File: src/rtl/poison_tracker.sv
module poison_tracker #(
  parameter int NREGS = 32,
  localparam int IW = $clog2(NREGS)
) (
  input  logic             clk,
  input  logic             rst_n,
  input  logic             wb_valid_i,
  input  logic [IW-1:0]    src_a_i,
  input  logic [IW-1:0]    src_b_i,
  input  logic [IW-1:0]    dst_i,
  input  logic             dst_we_i,
  input  logic             spec_i,
  input  logic             store_i,
  input  logic             exc_term_i,
  input  logic             exc_resume_i,
  input  logic             save_clr_i,
  input  logic             restore_i,
  input  logic [NREGS-1:0] restore_vec_i,
  output logic             fault_o,
  output logic             resume_o,
  output logic [NREGS-1:0] poison_o
);

  logic [NREGS-1:0] tag_q;
  logic src_hit, as_normal, upd, nxt_bit;

  assign src_hit   = tag_q[src_a_i] | tag_q[src_b_i];
  assign as_normal = ~spec_i | store_i;
  assign fault_o   = wb_valid_i & as_normal & (src_hit | exc_term_i);
  assign resume_o  = wb_valid_i & exc_resume_i;
  assign upd       = wb_valid_i & dst_we_i & ~store_i & (dst_i != '0) & (spec_i | ~fault_o);
  assign nxt_bit   = ~as_normal & (src_hit | exc_term_i);
  assign poison_o  = tag_q;

  always_ff @(posedge clk) begin
    if (!rst_n)          tag_q <= '0;
    else if (restore_i)  tag_q <= {restore_vec_i[NREGS-1:1], 1'b0};
    else if (save_clr_i) tag_q <= '0;
    else if (upd)        tag_q[dst_i] <= nxt_bit;
  end

  AST_ZERO_CLEAN: assert property (@(posedge clk) disable iff (!rst_n)
    !tag_q[0]);
  AST_SPEC_TERM_SET: assert property (@(posedge clk) disable iff (!rst_n)
    wb_valid_i && spec_i && !store_i && exc_term_i && dst_we_i && dst_i != '0 && !save_clr_i && !restore_i
    |=> tag_q[$past(dst_i)]);
  AST_SPEC_NO_FAULT: assert property (@(posedge clk) disable iff (!rst_n)
    wb_valid_i && spec_i && !store_i |-> !fault_o);
  AST_NORMAL_HOLD: assert property (@(posedge clk) disable iff (!rst_n)
    wb_valid_i && !spec_i && !store_i && fault_o && !save_clr_i && !restore_i
    |=> $stable(tag_q));
  AST_STORE_NO_WRITE: assert property (@(posedge clk) disable iff (!rst_n)
    wb_valid_i && store_i && !save_clr_i && !restore_i |=> $stable(tag_q));
  AST_NORMAL_CLEAR: assert property (@(posedge clk) disable iff (!rst_n)
    wb_valid_i && !spec_i && !store_i && dst_we_i && !fault_o && !save_clr_i && !restore_i
    |=> !tag_q[$past(dst_i)]);
  AST_SAVE_CLEARS: assert property (@(posedge clk) disable iff (!rst_n)
    save_clr_i && !restore_i |=> tag_q == '0);
  AST_RESTORE_LOAD: assert property (@(posedge clk) disable iff (!rst_n)
    restore_i |=> tag_q[NREGS-1:1] == $past(restore_vec_i[NREGS-1:1]));
  AST_IDLE_QUIET: assert property (@(posedge clk) disable iff (!rst_n)
    !wb_valid_i |-> !fault_o && !resume_o);

endmodule

File: config.mk
export PLATFORM = sky130hd
export DESIGN_NAME = poison_tracker
export DESIGN_NICKNAME = d
export VERILOG_FILES = /design/src/rtl/poison_tracker.sv
export SDC_FILE = /design/constraint.sdc
export NUM_CORES = 1
export LEC_CHECK = 0
export BUFFER_PORTS_ARGS = -buffer_cell sky130_fd_sc_hd__buf_4
export CAP_MARGIN = 10
export CORE_MARGIN = 1.5
export CORE_UTILIZATION = 47
export CTS_CLUSTER_SIZE = 16
export DETAILED_ROUTE_END_ITERATION = 7
export GPL_ROUTABILITY_DRIVEN = 0
export PLACE_DENSITY = 0.78
export SLEW_MARGIN = 10
export SYNTH_ARGS = -nofsm -noshare
export SYNTH_HDL_FRONTEND = slang
export SYNTH_SLANG_ARGS = --single-unit
File: constraint.sdc
create_clock -name clk -period 2.65 [get_ports clk]
set_clock_uncertainty 0.2 [all_clocks]
set_input_delay 0.265 -clock clk [delete_from_list [all_inputs] [get_ports clk]]
set_output_delay 0.265 -clock clk [all_outputs]
set_load 0.01 [all_outputs]
==> flow_metrics.py, run 1 <==
metrics = {
    "outcome": {
        "outcome": "finished, violations left",
        "violations": "setup timing",
    },
    "finish": {
        "area_growth_pct": 51.6,
        "finalNetCount": 514,
        "antenna_cells": 0,
        "postLayoutCellArea_mm2": 0.00421,
        "layout-drive-gt1-share_pct": 45.6,
        "largest_reg_flops": 32,
    },
    "worst_setup_path": {
        "path_buf_inv": 1,
        "timing.rr.start": "poison_o[10]$_SDFFE_PN0P_",
        "worstSetupStartpointType": "flop",
        "critPathMaxFanout": 7,
        "path_delay_family": "compound AO/OA/AOI/OAI gates",
        "critPathKind": "reg2reg",
        "cpPeakStageDelay_ps": 540,
        "end_kind": "flop",
        "crit_arrival_ps": 2770,
        "worst_ep_required_time_ps": 2640,
        "cp-startpoint": "poison_o[10]$_SDFFE_PN0P_",
        "path_cells": "mux4_2, mux2i_2, mux2_4, o211ai_4, buf_6, o41ai_2, o211ai_1, o311a_1",
        "crit_slowest_cell": "o41ai_2",
    },
    "synthesis": {
        "ys_types": 52,
        "async_flop_share_pct": 0,
        "synth_top_flop_cell": "dfxtp_1",
        "ys_seq_area_share_pct": 23.1,
        "synth_edf_count": 0,
        "synthesis.area_mm2": 0.00278,
        "ys_warn_count": 0,
        "ys_ff_latch": 32,
        "synthCells": 328,
        "synth.avg_cell_area_um2": 8.46,
        "syn_nets": 385,
    },
    "power": {
        "leakage_nw": 1.93,
        "power.internal_w": 0.000997,
        "power.share.clock_pct": 25.4,
        "vdd_drop_max_mv": 0.247,
        "power_w": 0.00154,
        "seq_power_share_pct": 35.6,
        "p_comb_share_pct": 39.0,
        "power.density_mw_per_mm2": 367,
        "netSwitchingFraction_pct": 35.4,
        "p_switching_w": 0.000547,
    },
    "timing": {
        "maxSlewHeadroom_pct": 60.1,
        "hold_viol_final": 0,
        "tightest_slew_ps": 593,
        "fin_crit_sh_pct": 105,
        "rsz0062_at_grt": "yes",
        "finalWorstSetupSlack_ps": -124,
        "fmax_mhz": 361,
        "setup_viol": 6,
        "post-route-min-period_ps": 2770,
        "maxSlewViolCount": 0,
    },
    "global_routing": {
        "grt_usage_pct": 34.0,
        "met1_usage_pct": 46.6,
        "grt_overflow": 0,
        "grtUsageMet3_pct": 9.14,
        "grt_pass1_wl_um": 16200,
        "grt_max_degree": 35,
        "grt_pass1_vias": 3044,
        "grt_use_met2_pct": 52.3,
        "antenna_found_initial": 0,
        "busiest_layer": "met2",
    },
    "route": {
        "via_count": 3629,
        "wl_per_cell_um": 22.7,
        "via_per_inst": 6.85,
        "wl_um": 12000,
        "drt_iter0_drc": 722,
        "ant_nets": 0,
        "drt-pass1-iter-count": 8,
        "drc": 0,
    },
    "floorplanning": {
        "fp.dieArea_mm2": 0.00637,
        "die_w_um": 79.8,
        "die_h_um": 79.8,
        "start_util_pct": 49.5,
        "ios": 91,
        "core_mm2": 0.00561,
        "num_rows": 27,
    },
    "placed_design": {
        "dpl.hpwl_um": 8090,
        "dpl_cell_area_mm2": 0.00386,
        "numPortBuffers": 89,
    },
    "clock_tree": {
        "cts_hold_buf": 0,
        "cts_tree": "built",
        "cts.sinks": 32,
        "cts_buffers": 5,
        "cts.reportedPaths.clkPinSlew_ps": 80,
        "htree_num_levels": 2,
        "clk_latency_ps": 300,
        "cts_max_path_buffers": 2,
        "cts-root-buf": "clkbuf_8",
    },
    "worst_hold_path": {
        "hold_path.class": "in2reg",
        "hold_start": "restore_vec_i[27]",
    },
    "flow_run": {
        "cap_violations": 0,
    },
}
==> repair_timing <==
item                                   4_1_cts  5_1_grt
gates resized for setup                     12       33
setup endpoints to repair                   31       26
endpoints found under the hold margin        0        0
pin swaps                                    1       11
buffers inserted                             1        6
==> final timing paths <==
check | end | slack [ps] | cells after the start
max | poison_o[20]$_SDFFE_PN0P_ | -120 | 8
min reg2reg | poison_o[28]$_SDFFE_PN0P_ | 400 | 1
max reg2reg | poison_o[20]$_SDFFE_PN0P_ | -120 | 8
min | poison_o[27]$_SDFFE_PN0P_ | 90 | 4
==> area by class of cell <==
cell class                 instances  area, um^2
sequential                        32         643
clock buffer                       5        68.8
multi-input combinational        258        2140
fill                             392        1400
inverter                           5        18.8
tap                               72        90.1
clock inverter                     3        18.8
timing repair buffer             155        1230
==> kinds of logic (layout without fill, tap and decap cells) <==
logic type | Yosys count | count (layout) | share of synthesized area [%]
AND/OR/NAND/NOR | 125 | 125 | 24.4
multiplexers | 27 | 27 | 13.4
AO/OA/AOI/OAI | 106 | 106 | 32.3
flip-flops | 32 | 32 | 23.1
buffers and inverters | 38 | 168 | 6.81
==> placed cells by master (no fill, tap or decap), types with 7 or more instances in the layout <==
cell type / Yosys / routed
buf_4: 3 / 147
dfxtp_1: 32 / 30
and2_1: 21 / 21
nand2_1: 21 / 20
o311a_1: 19 / 19
a21oi_1: 19 / 18
nand3_1: 18 / 18
mux2i_1: 18 / 17
nor2_1: 16 / 15
a211o_1: 14 / 14
nand2b_1: 10 / 10
and3_1: 9 / 9
mux4_2: 8 / 8
a21boi_2: 0 / 7
==> routing by layer <==
metal / up-vias / share of wire (%)
met4: 0 / 5.0
li1: 1541 / -
met5: - / 0
met1: 1652 / 37
met3: 78 / 15
met2: 358 / 44
==> stage by stage <==
| step | setup slack, ps | std cells | util, % | hold slack (ps) | TNS, ps |
|---|---|---|---|---|---|
| after floorplan | 94.9 | 328 | - | 207 | 0 |
| after global placement | -164 | 515 | 68.8 | 368 | -2660 |
| after detailed placement | -255 | 515 | 68.8 | 370 | -6040 |
| after CTS | 3.94 | 524 | 71.4 | 90.3 | 0 |
| after global routing | -85.0 | 530 | 75.0 | 113 | -947 |
| final | -124 | 530 | 75.0 | 88.5 | -196 |
==> cell usage after synthesis (5+ instances only) <==
cell	count	area, um^2
nand3_1	18	90.1
mux2i_1	18	180
and3_1	9	56.3
nand2b_1	10	62.6
clkbuf_1	22	82.6
inv_1	5	18.8
nand4_1	5	31.3
a21oi_1	19	95.1
nand2_1	21	78.8
nor3_1	5	25.0
a211o_1	14	123
o311a_1	19	190
a21boi_0	7	52.6
nor2_1	16	60.1
o41ai_1	6	52.6
dfxtp_1	32	641
mux4_2	8	180
and2_1	21	131
==> worst reg2reg max path, cell delays in order (launching register included) <==
cell      delay, ps
dfxtp_1         350
mux4_2          480
mux2i_2         210
mux2_4          210
o211ai_4        140
buf_6           210
o41ai_2         540
o211ai_1        170
o311a_1         150
==> power groups by stage <==
stage | Sequential, W | Clock [W] | Combinational (W)
after floorplan | 0.000567 | 0 | 0.000240
after global placement | 0.000553 | 0 | 0.000506
after detailed placement | 0.000556 | 0 | 0.000517
after CTS | 0.000545 | 0.000388 | 0.000535
after global routing | 0.000549 | 0.000409 | 0.000633
final | 0.000550 | 0.000392 | 0.000602
(Power assumes the default switching activity.)
==> inputs of run 2 (changes only) <==
PLACE_DENSITY = 0.83   (was 0.78)
==> run 2 against run 1 <==
- the run still ends with setup timing left
- clock power increased by 4%
- setup slack better by 120 ps
- combinational power is 5.1% lower
- highest routed layer unchanged
==> flow_metrics.py, run 2 (synthesis results as in run 1) <==
metrics = {
    "outcome": {
        "outcome": "finished, violations left",
        "violations": "setup timing",
    },
    "floorplanning": {
        "fp.dieArea_mm2": 0.00637,
        "die_w_um": 79.8,
        "core_mm2": 0.00561,
        "die_h_um": 79.8,
        "num_rows": 27,
        "start_util_pct": 49.5,
        "ios": 91,
    },
    "route": {
        "via_count": 3460,
        "via_per_inst": 6.64,
        "wl_um": 11000,
        "wl_per_cell_um": 21.1,
        "drt-pass1-iter-count": 5,
        "ant_nets": 0,
        "drc": 0,
        "drt_iter0_drc": 616,
    },
    "clock_tree": {
        "cts_buffers": 5,
        "cts.reportedPaths.clkPinSlew_ps": 70,
        "clk_latency_ps": 290,
        "cts-root-buf": "clkbuf_8",
        "cts_max_path_buffers": 2,
        "cts_tree": "built",
        "htree_num_levels": 2,
        "cts.sinks": 32,
    },
    "finish": {
        "regArea_um2": 644,
        "layout-drive-gt1-share_pct": 42.5,
        "fin_cells": 521,
        "layout_commonest_cell": "buf_4",
        "finalNetCount": 505,
        "area_growth_pct": 45.9,
        "post-route-util_pct": 72.2,
        "layout_common_cells": "139 x buf_4, 29 x dfxtp_1, 21 x nand2_1, 21 x and2_1",
        "antenna_cells": 0,
        "multi_input_comb_area_mm2": 0.00205,
        "largest_reg_flops": 32,
        "fill_cells": 406,
    },
    "global_routing": {
        "grt_overflow": 0,
        "grt_pass1_wl_um": 16300,
        "antenna_found_initial": 0,
        "grt_pass1_vias": 3175,
        "grt_max_degree": 52,
        "grt_usage_pct": 33.9,
    },
    "worst_setup_path": {
        "critPathKind": "reg2reg",
        "worstSetupStartpointType": "flop",
        "crit_arrival_ps": 2640,
        "worst_ep_required_time_ps": 2640,
        "worstRegToRegCells": 9,
        "timing.rr.start": "poison_o[13]$_SDFFE_PN0P_",
        "r2r_end": "poison_o[16]$_SDFFE_PN0P_",
        "rrSetupSlack_ps": -7,
        "end_kind": "flop",
        "critPathMaxFanout": 7,
    },
    "placed_design": {
        "dpl.hpwl_um": 8140,
        "pre_cts_ws_ps": -156,
        "numPortBuffers": 89,
        "dp_cells": 511,
    },
    "power": {
        "vdd_drop_max_mv": 0.278,
        "power.density_mw_per_mm2": 378,
        "leakage_nw": 1.86,
        "power_w": 0.00153,
    },
    "timing": {
        "post-route-min-period_ps": 2660,
        "fin_crit_sh_pct": 100,
        "setup-tns-final_ps": -6.51,
        "rsz0062_at_grt": "yes",
        "maxSlewHeadroom_pct": 42.3,
        "maxSlewViolCount": 0,
        "hold_viol_final": 0,
        "tightest_slew_ps": 859,
        "fmax_mhz": 376,
        "setup_viol": 1,
        "finalWorstSetupSlack_ps": -6.51,
    },
    "flow_run": {
        "cap_violations": 0,
    },
    "worst_hold_path": {
        "hold_end": "poison_o[5]$_SDFFE_PN0P_",
        "hold_path.class": "in2reg",
        "hold_path_depth": 3,
        "hold_start": "restore_vec_i[5]",
    },
}
-- run 2: per-stage QoR --
stage	hold slack (ps)	area, um^2
floorplan	207	2780
global placement	313	3830
detailed placement	330	3830
CTS	107	3950
global route	117	4050
finish	114	4050
-- run 2: metal layers --
layer / share of wire [%] / up-vias / track usage (%) / routed length [um]
met5: 0 / - / 0 / 0
met1: 38 / 1586 / 44.5 / 4160
met3: 15 / 59 / 10.7 / 1600
met2: 44 / 292 / 52.7 / 4860
li1: - / 1523 / - / -
met4: 3.3 / 0 / 10.9 / 367
-- run 2: worst max path at each step --
stage                                          from                         to  slack [ps]  cells after the start
after CTS                  poison_o[0]$_SDFFE_PP0P_  poison_o[16]$_SDFFE_PN0P_         -10                      9
after detailed placement                 src_a_i[0]  poison_o[23]$_SDFFE_PN0P_        -160                     10
after floorplan                          src_a_i[1]  poison_o[10]$_SDFFE_PN0P_          90                     10
final                     poison_o[13]$_SDFFE_PN0P_  poison_o[16]$_SDFFE_PN0P_          -7                      9
after global placement                   src_a_i[1]  poison_o[18]$_SDFFE_PN0P_        -110                      9
after global routing      poison_o[31]$_SDFFE_PN0P_  poison_o[24]$_SDFFE_PN0P_         -30                      8
-- run 2: power by group --
group          internal (W)  leakage, nW  switching, W
Sequential         0.000515        0.266     0.0000345
Combinational      0.000288         1.55      0.000282
Clock              0.000211       0.0445      0.000198
-- run 2: timing repair --
action                     4_1_cts  5_1_grt
setup endpoints to repair       19       31
setup buffers                    1        1
hold endpoints to repair         0        0
pin swaps                        3        4
resized for setup                7       25
hold buffers                     0        0
-- run 2: critical path, cell delays in order, from the launching register on --
cell	delay (ps)
dfxtp_1	400
mux4_2	270
mux2i_1	90
mux2_4	290
o211ai_4	270
buf_6	190
buf_4	140
nor4_4	50
or4_1	460
and3_1	200
-- run 2: area by class of cell --
| class | count | share of cell area (%) |
|---|---|---|
| clock buffers | 7 | 2.13 |
| multi-input cells | 258 | 50.5 |
| repair buffers | 146 | 28.6 |
| inverters | 5 | 0.463 |
| well taps | 72 | 2.22 |
| flip-flops and latches | 32 | 15.9 |
| clock inverters | 1 | 0.185 |
==> inputs of run 3 (changes only) <==
REMOVE_ABC_BUFFERS = 1   (was not set)
==> run 3 against run 2 <==
- the flow still finishes with violations (setup timing)
- die area unchanged
- final area down 2.0%
- register-to-register slack about the same
- sequential cell count unchanged
- highest routed layer unchanged
- non-clock buffer count down 8
- total power down 2.6%
- utilization down 1.5 points
- setup slack worse by 2.2 ps
- global-route usage down 1.2 points
- critical endpoint is now fault_o
- largest cell class unchanged
- sequential share of layout area up 0.42 points
- hold slack worse by 16 ps
==> flow_metrics.py, run 3 (synthesis results as in run 1) <==
metrics = {
    "finish": {
        "finalNetCount": 497,
        "postLayoutCellArea_mm2": 0.00397,
        "regArea_um2": 648,
        "layout_common_cells": "129 x buf_4, 26 x dfxtp_1, 21 x nand2_1, 21 x and2_1",
        "antenna_cells": 0,
        "layout_commonest_cell": "buf_4",
        "fill_cells": 435,
        "largest_reg_flops": 32,
        "layout-drive-gt1-share_pct": 39.2,
        "area_growth_pct": 43.0,
        "multi_input_comb_area_mm2": 0.00197,
    },
    "timing": {
        "fmax_mhz": 376,
        "hold_slack_ps": 97.6,
        "post-route-min-period_ps": 2660,
        "maxSlewHeadroom_pct": 67.6,
        "tightest_slew_ps": 484,
        "rsz0062_at_grt": "yes",
        "setup_viol": 1,
        "finalWorstSetupSlack_ps": -8.70,
        "maxSlewViolCount": 0,
        "hold_viol_final": 0,
        "fin_crit_sh_pct": 100,
    },
    "worst_setup_path": {
        "worstSetupStartpointType": "flop",
        "path_cells": "mux4_2, a2bb2oi_1, nand4_1, o211ai_2, buf_12, nor3_4, buf_6, nor2_1, buf_4",
        "critPathMaxFanout": 8,
        "rrSetupSlack_ps": 0,
        "worst_ep_required_time_ps": 2180,
        "crit_arrival_ps": 2190,
        "crit_slowest_cell": "mux4_2",
        "cpPeakStageDelay_ps": 490,
        "end_kind": "primary output",
        "cp-startpoint": "poison_o[31]$_SDFFE_PN0P_",
        "critPathKind": "reg2out",
        "timing.rr.start": "poison_o[31]$_SDFFE_PN0P_",
    },
    "route": {
        "via_count": 3505,
        "via_per_inst": 6.83,
        "top_layer_used": "met4",
        "drt_iter0_drc": 589,
        "drt-pass1-iter-count": 5,
        "wl_met1_um": 4030,
        "drc": 0,
        "wl_per_cell_um": 21.6,
        "ant_nets": 0,
        "wl_um": 11100,
        "met3_length_um": 1400,
        "dr_wl_met2_um": 5080,
    },
    "floorplanning": {
        "core_mm2": 0.00561,
        "die_w_um": 79.8,
        "num_rows": 27,
        "die_h_um": 79.8,
        "start_util_pct": 49.5,
        "fp.dieArea_mm2": 0.00637,
        "ios": 91,
    },
    "clock_tree": {
        "cts_max_path_buffers": 2,
        "cts.sinks": 32,
        "htree_num_levels": 2,
        "cts.reportedPaths.clkPinSlew_ps": 70,
        "cts_tree": "built",
        "cts_hold_buf": 0,
        "clk_latency_ps": 300,
        "cts-root-buf": "clkbuf_8",
        "cts_buffers": 5,
    },
    "outcome": {
        "outcome": "finished, violations left",
        "violations": "setup timing",
    },
    "global_routing": {
        "grt_usage_pct": 32.7,
        "grt_max_degree": 35,
        "grt_pass1_wl_um": 16000,
        "grt_pass1_vias": 3290,
        "grt_overflow": 0,
        "antenna_found_initial": 0,
    },
    "power": {
        "leakage_nw": 1.82,
        "power_w": 0.00149,
        "power.density_mw_per_mm2": 375,
        "vdd_drop_max_mv": 0.290,
    },
    "worst_hold_path": {
        "hold_path.class": "in2reg",
        "hold_start": "restore_vec_i[27]",
    },
    "placed_design": {
        "dpl_cell_area_mm2": 0.00375,
        "pre_cts_ws_ps": -105,
        "dpl.hpwl_um": 7280,
        "numPortBuffers": 89,
    },
    "flow_run": {
        "cap_violations": 0,
    },
}
## run 3: cell count changes in the layout (fill, tap and decap cells not counted), sizes merged
cell      delta
buf         -10
clkbuf       +3
clkinvlp     -1
## run 3: worst paths after layout
kind / to / cells after the start
worst max register to register: poison_o[28]$_SDFFE_PN0P_ / 10
worst min register to register: poison_o[0]$_SDFFE_PP0P_ / 1
worst min-delay path: poison_o[27]$_SDFFE_PN0P_ / 4
worst max-delay path: fault_o / 9
## run 3: worst max-delay path: cells and delay by family, from the launching register on
family / cells / cell delay (ps)
AND/OR/NAND/NOR: 3 / 350
multiplexers: 1 / 490
buffers and inverters: 3 / 430
AO/OA/AOI/OAI: 2 / 290
flip-flops: 1 / 350
## run 3: per-layer routing
metal,track usage [%],up-vias
met3,7.20,73
met4,18.8,0
li1,-,1511
met5,0,-
met1,40.2,1607
met2,52.4,314
## run 3: layout make-up
class	count	area share [%]
multi-input combinational	258	49.7
clock buffer	8	2.27
inverter	5	0.473
sequential	32	16.3
timing repair buffer	138	29.0
tap	72	2.27
## run 3: per-stage QoR
| step | utilization [%] | instances | setup TNS (ps) |
|---|---|---|---|
| 2_1_floorplan | - | 295 | 0 |
| 3_3_place_gp | 66.9 | 498 | 0 |
| 3_5_place_dp | 66.9 | 498 | -459 |
| 4_1_cts | 69.3 | 509 | 0 |
| 5_1_grt | 70.8 | 513 | -576 |
| 6_report | 70.8 | 513 | -8.70 |
## run 3: where the power goes
part	switching (W)	leakage, nW	internal (W)
sequential	0.0000325	0.267	0.000516
combinational	0.000262	1.51	0.000269
clock	0.000197	0.0455	0.000212
total	0.000492	1.82	0.000997
## run 3: repair_timing
item	in CTS	in global routing
buffers inserted	3	2
gates resized for setup	4	9
cloned	0	2
pin swaps	0	4
setup endpoints to repair	1	24
